<file path="src/rtl/conflict_arb_pkg.sv">
// Shared definitions for the line conflict arbiter.
// Assumes 32-bit byte addresses with 16-byte lines (offset in bits 3:0).
package conflict_arb_pkg;
    localparam int ADDR_W   = 32;
    localparam int LINE_LSB = 4;
    localparam int LINE_W   = ADDR_W - LINE_LSB;
    localparam int KIND_W   = 2;

    typedef enum logic [KIND_W-1:0] {
        KIND_READ   = 2'd0,
        KIND_WRITE  = 2'd1,
        KIND_RD_BC  = 2'd2,
        KIND_WR_BC  = 2'd3
    } req_kind_e;

    typedef struct packed {
        req_kind_e          kind;
        logic [ADDR_W-1:0]  addr;
    } mem_req_t;
endpackage

</file>
<file path="src/rtl/arb_pend_queue.sv">
// Private pending queue for one port: in-order storage of deferred requests.
// Assumes the caller never pushes while full nor pops while empty; push and
// pop may happen in the same cycle.
module arb_pend_queue #(
    parameter int DEPTH = 16,
    parameter int WIDTH = 34,
    localparam int PTR_W = (DEPTH > 1) ? $clog2(DEPTH) : 1,
    localparam int CNT_W = $clog2(DEPTH + 1)
) (
    input  logic             clk,
    input  logic             rst_n,
    input  logic             push,
    input  logic [WIDTH-1:0] push_data,
    input  logic             pop,
    output logic [WIDTH-1:0] head,
    output logic             empty,
    output logic             full,
    output logic [CNT_W-1:0] count
);
    logic [WIDTH-1:0] store [DEPTH];
    logic [PTR_W-1:0] wr_ptr, rd_ptr;

    // Advance a pointer with wrap-around at DEPTH.
    function automatic logic [PTR_W-1:0] bump(input logic [PTR_W-1:0] p);
        return (p == PTR_W'(DEPTH - 1)) ? '0 : p + 1'b1;
    endfunction

    assign head  = store[rd_ptr];
    assign empty = (count == '0);
    assign full  = (count == CNT_W'(DEPTH));

    // Write the pushed entry into storage.
    always_ff @(posedge clk) begin
        if (push) store[wr_ptr] <= push_data;
    end

    // Keep pointers and occupancy.
    always_ff @(posedge clk) begin
        if (!rst_n) begin
            wr_ptr <= '0;
            rd_ptr <= '0;
            count  <= '0;
        end else begin
            if (push) wr_ptr <= bump(wr_ptr);
            if (pop)  rd_ptr <= bump(rd_ptr);
            count <= count + CNT_W'(push) - CNT_W'(pop);
        end
    end

    assert_no_overflow_R6: assert property (@(posedge clk) disable iff (!rst_n)
        full |-> !push);
    assert_no_underflow_R9: assert property (@(posedge clk) disable iff (!rst_n)
        empty |-> !pop);
    assert_count_bound_R6: assert property (@(posedge clk) disable iff (!rst_n)
        count <= CNT_W'(DEPTH));
endmodule

</file>
<file path="src/rtl/arb_line_resolve.sv">
// Fixed-priority resolver: a candidate wins unless a lower-numbered port
// presents a candidate on the same line. Purely combinational.
module arb_line_resolve #(
    parameter int NPORT  = 4,
    parameter int LINE_W = 28
) (
    input  logic [NPORT-1:0]             cand_v,
    input  logic [NPORT-1:0][LINE_W-1:0] cand_line,
    output logic [NPORT-1:0]             win
);
    // Mark each candidate beaten by any higher-priority one on its line.
    always_comb begin
        for (int p = 0; p < NPORT; p++) begin
            win[p] = cand_v[p];
            for (int q = 0; q < p; q++) begin
                if (cand_v[q] && (cand_line[q] == cand_line[p])) win[p] = 1'b0;
            end
        end
    end
endmodule

</file>
<file path="src/rtl/line_conflict_arbiter.sv">
// Line conflict arbiter: per-port candidate selection (queue head before new
// request), fixed-priority same-line resolution, and deferral of losers into
// private queues. Assumes the sink takes every valid lane when gnt_ready is high.
module line_conflict_arbiter
    import conflict_arb_pkg::*;
#(
    parameter int NPORT  = 4,
    parameter int QDEPTH = 16,
    localparam int CNT_W = $clog2(QDEPTH + 1)
) (
    input  logic                      clk,
    input  logic                      rst_n,
    input  logic [NPORT-1:0]          req_valid,
    output logic [NPORT-1:0]          req_ready,
    input  logic [NPORT*KIND_W-1:0]   req_kind,
    input  logic [NPORT*ADDR_W-1:0]   req_addr,
    output logic [NPORT-1:0]          gnt_valid,
    input  logic                      gnt_ready,
    output logic [NPORT*KIND_W-1:0]   gnt_kind,
    output logic [NPORT*ADDR_W-1:0]   gnt_addr,
    output logic [NPORT*CNT_W-1:0]    occupancy
);
    localparam int REQ_W = $bits(mem_req_t);

    logic [NPORT-1:0]             cand_v;
    logic [NPORT-1:0][LINE_W-1:0] cand_line;
    logic [NPORT-1:0]             win;

    generate
        for (genvar p = 0; p < NPORT; p++) begin : g_port
            mem_req_t         new_req, head_req, cand;
            logic             q_empty, q_full, accept, push, pop;
            logic [CNT_W-1:0] q_count;

            // Unpack the port's incoming request.
            always_comb begin
                new_req.kind = req_kind_e'(req_kind[p*KIND_W +: KIND_W]);
                new_req.addr = req_addr[p*ADDR_W +: ADDR_W];
            end

            assign req_ready[p] = !q_full && gnt_ready;
            assign accept       = req_valid[p] && req_ready[p];
            assign cand         = q_empty ? new_req : head_req;
            assign cand_v[p]    = !q_empty || accept;
            assign cand_line[p] = cand.addr[ADDR_W-1:LINE_LSB];
            assign pop          = !q_empty && win[p] && gnt_ready;
            assign push         = accept && (!q_empty || !win[p]);

            arb_pend_queue #(.DEPTH(QDEPTH), .WIDTH(REQ_W)) u_queue (
                .clk       (clk),
                .rst_n     (rst_n),
                .push      (push),
                .push_data (new_req),
                .pop       (pop),
                .head      (head_req),
                .empty     (q_empty),
                .full      (q_full),
                .count     (q_count)
            );

            assign gnt_valid[p]                 = win[p];
            assign gnt_kind[p*KIND_W +: KIND_W] = cand.kind;
            assign gnt_addr[p*ADDR_W +: ADDR_W] = cand.addr;
            assign occupancy[p*CNT_W +: CNT_W]  = q_count;

            assert_loser_queued_R4: assert property (@(posedge clk) disable iff (!rst_n)
                (req_valid[p] && req_ready[p] && !gnt_valid[p])
                |=> (occupancy[p*CNT_W +: CNT_W] == $past(occupancy[p*CNT_W +: CNT_W]) + 1'b1));
            assert_stall_hold_R7: assert property (@(posedge clk) disable iff (!rst_n)
                !gnt_ready |=> $stable(occupancy[p*CNT_W +: CNT_W]));
            assert_full_backpressure_R6: assert property (@(posedge clk) disable iff (!rst_n)
                (occupancy[p*CNT_W +: CNT_W] == CNT_W'(QDEPTH)) |-> !req_ready[p]);
        end
    endgenerate

    arb_line_resolve #(.NPORT(NPORT), .LINE_W(LINE_W)) u_resolve (
        .cand_v    (cand_v),
        .cand_line (cand_line),
        .win       (win)
    );

    generate
        for (genvar i = 0; i < NPORT; i++) begin : g_pair_a
            for (genvar j = i + 1; j < NPORT; j++) begin : g_pair_b
                assert_distinct_lines_R8: assert property (@(posedge clk) disable iff (!rst_n)
                    (gnt_valid[i] && gnt_valid[j]) |->
                    (gnt_addr[i*ADDR_W+LINE_LSB +: LINE_W] != gnt_addr[j*ADDR_W+LINE_LSB +: LINE_W]));
            end
        end
    endgenerate
endmodule

</file>
<file path="config.mk">
export PLATFORM = sky130hd
export DESIGN_NAME = line_conflict_arbiter
export DESIGN_NICKNAME = d
export VERILOG_FILES = /design/src/rtl/conflict_arb_pkg.sv /design/src/rtl/arb_pend_queue.sv /design/src/rtl/arb_line_resolve.sv /design/src/rtl/line_conflict_arbiter.sv
export SDC_FILE = /design/constraint.sdc
export NUM_CORES = 2
export LEC_CHECK = 0
export BUFFER_PORTS_ARGS = -buffer_cell sky130_fd_sc_hd__buf_4
export CAP_MARGIN = 0
export CORE_ASPECT_RATIO = 0.7
export CORE_MARGIN = 2
export CORE_UTILIZATION = 40
export DETAILED_ROUTE_END_ITERATION = 10
export GPL_ROUTABILITY_DRIVEN = 0
export SYNTH_ARGS = -nofsm -noshare
export SYNTH_HDL_FRONTEND = slang
export SYNTH_SLANG_ARGS = --single-unit
</file>
<file path="constraint.sdc">
create_clock -name clk -period 8.93 [get_ports clk]
set_input_delay 0.893 -clock clk [delete_from_list [all_inputs] [get_ports clk]]
set_output_delay 0.893 -clock clk [all_outputs]
set_load 0.02 [all_outputs]
</file>
==> impl_metrics.yaml <==
timing:
  drv_slew: 0
  min_period_ns: 6.944
  rsz0062_at_grt: "no"
  setup_viol: 0
  period_share: 0.7776
  skew_ns: 0.08353
  max-slew-margin-rel: 0.03421
  tns_ns: 0
  hold_violations: 0
  worstMarginPinSlew_ns: 1.449
  fmax_mhz: 144.0
logic_synthesis:
  synth_edf_count: 2176
  synthesis.instances: 4565
  synthMostInstantiatedCell: "edfxtp_1"
  ys.flop_type: "edfxtp_1"
  yosys_warnings: 0
  synth.area.top_cells: "edfxtp_1, mux4_2, mux2i_1"
  syn_nets: 4756
  ys_ff_latch: 2244
  syn_area_per_cell_um2: 19.73
  synth.top_cell.area_share: 0.7256
  synthArstFlopShare: 0
  synth_cell_type_count: 85
  synth_area_um2: 90050
  yosys.area.top_type: "edfxtp_1"
  synth_common_cells: "edfxtp_1, mux4_2, mux2i_1"
  synth-seq-area-share: 0.7407
cts:
  clk_latency_ns: 0.89
  post-cts-setup-buffers: 0
  hold_buffers: 0
  clock-root-buffer: "clkbuf_16"
  cts_made_buffers: 213
  clk_pin_slew_ns: 0.06
  clock-sinks: 2244
  h-tree-depth: 4
  clock_path_buffers: 4
  cts_resized: 0
  cts_tree: "built"
die:
  core_um2: 223500
  die_w_um: 571.1
  die_h_um: 401.0
  initial_core_util: 0.4029
  dieArea_um2: 229000
  io_pins: 307
  fp-row-count: 145
power:
  peakVddDrop_mv: 0.1947
  clkPwrFrac: 0.301
  p_per_area_nw_per_um2: 287.5
  p_comb_frac: 0.294
  p_int_mw: 19.78
  p_sw_frac: 0.3323
  sequentialPowerShare: 0.405
  switchingPower_mw: 9.848
  power_leakage_nw: 32.25
grt:
  grt_pass1_wl_um: 348500
  grt_max_degree: 86
  grt_usage: 0.2129
  antenna_found_initial: 19
  grt-ovfl-total: 0
  grt_pass1_vias: 45640
hold_path:
  min_from: "req_addr[97]"
  min_path_cells: 1
  hold_path_end: "g_port[3].u_queue.store[10][1]"
  hp-class: "in2reg"
setup_path:
  cp-start-kind: "register"
  worstPathArrival_ns: 7.44
  critPathMaxFanout: 46
  r2r_end: "g_port[3].u_queue.store[6][26]"
  r2r_setup_slack_ns: 1.99
  critPathKind: "reg2reg"
  end_kind: "register"
  r2r_cells: 12
  cp_data_required_time_ns: 9.43
drt:
  drtIter0Drc: 5913
  vias_per_cell: 5.705
  wirelength_um: 247600
  routedWlPerCell_um: 30.26
  vias: 46680
  drtAntennaViolNets: 0
  drc: 0
  firstDrtPassIters: 6
finish:
  fin_nets: 5188
  layout-drive-gt1-share: 0.2616
  area_growth_syn_to_layout_pct: 14.45
  fin_util: 0.4611
  fillers: 18850
placed_design:
  io_buffers: 306
  place_hpwl_um: 155800
run:
  maxCapViolations: 0
outcome:
  status: "complete, no violations"
cells in the final DEF, fill, tap and decap left out, types with 14 or more instances in the layout:
cell and instances:
edfxtp_1 2176, buf_4 448, mux4_2 437, mux2i_1 340
clkbuf_16 213, nand2_1 161, inv_1 110, a22oi_1 109
xnor2_1 105, nor2_1 90, xor2_1 79, nand3_1 72
a21oi_1 54, dfxtp_1 52, ha_1 44, clkinv_2 41
clkinv_1 41, clkbuf_1 35, nor4_1 31, mux2_2 27
nand4_1 27, a22o_1 27, and3_2 26, nor2b_1 21
a221oi_1 21, and2_1 19, bufinv_16 19, a211oi_2 17
o22ai_1 15, and2_2 15, and3_1 14, nor3_1 14
kinds of logic after synthesis:
logic type / count (synthesis) / share of synthesized area
adders and majority gates: 48 / 0.007003
xor gates and xnor gates: 184 / 0.01790
DFF: 2244 / 0.7407
muxes: 810 / 0.1522
and+or+nand+nor: 571 / 0.03300
AOI/OAI and AO/OA: 361 / 0.03023
buffers and inverters: 347 / 0.01891
state kept, by name, summed over array words and instances, names as in the netlist, named ones only:
| signal | count |
|---|---|
| g_port.u_queue.count | 20 |
| g_port.u_queue.rd_ptr | 16 |
| g_port.u_queue.store | 2176 |
| g_port.u_queue.wr_ptr | 16 |
power groups by stage:
stage / combinational [mW] / clock (mW) / sequential [mW]
finish: 8.71 / 8.93 / 12.0
global route: 9.09 / 9.47 / 12.0
CTS: 8.70 / 9.07 / 12.0
detailed placement: 8.66 / 0 / 12.2
global placement: 8.70 / 0 / 12.2
floorplan: 4.71 / 0 / 12.1
worst max-delay path, stage by stage, from the launching register on:
cell      delay, ns
dfxtp_4        0.67
buf_4          0.74
mux4_1         0.63
mux2_2         0.27
a222oi_1       1.00
xnor2_1        0.19
nor4_1         0.34
nand4_1        0.18
nor4_2         0.51
or4_1          0.24
nand4_1        0.44
nor2_4         0.92
buf_4          0.38
metrics by stage:
stage	setup slack [ns]	cell area, um2	cells	hold slack (ns)	power [mW]
floorplan	2.738	90050	4565	0.4509	16.82
global placement	1.866	96260	7795	0.4991	20.92
detailed placement	2.016	96270	7795	0.4991	20.89
CTS	1.947	103000	8173	0.2619	29.77
global route	1.696	103000	8174	0.3015	30.58
finish	1.986	103100	8182	0.3213	29.63
worst max-delay path by stage:
stage                                     from                        endpoint  depth (start not counted)
finish                                register  g_port[3].u_queue.store[6][26]                         12
global route                          register   g_port[3].u_queue.store[6][9]                         12
CTS                                   register   g_port[3].u_queue.store[6][9]                         12
detailed placement                    register  g_port[3].u_queue.store[6][32]                         12
global placement                      register  g_port[3].u_queue.store[6][33]                         13
floorplan           g_port[0].u_queue.count[3]   g_port[1].u_queue.store[3][0]                         14
per-layer routing:
metal  up-vias  track usage  part of all wire  routed length, um
met5         -            0           0.00033                 81
met4        14      0.06952             0.033               8203
met3       383      0.04430             0.092              22850
met2      2130       0.3096              0.44             109700
met1     24630       0.3193              0.43             106800
li1      19520            -                 -                  -
layout make-up:
class                      instances  area, um2  share of cell area
antenna                            9      22.52           0.0002185
clock buffer                     255       5558             0.05393
clock inverter                   123       1212             0.01176
inverter                         112      420.4            0.004079
multi-input combinational       1974      21880              0.2123
sequential                      2244      66750              0.6477
tap                             3013       3770             0.03658
timing repair buffer             452       3443             0.03341
(Power assumes the default switching activity.)
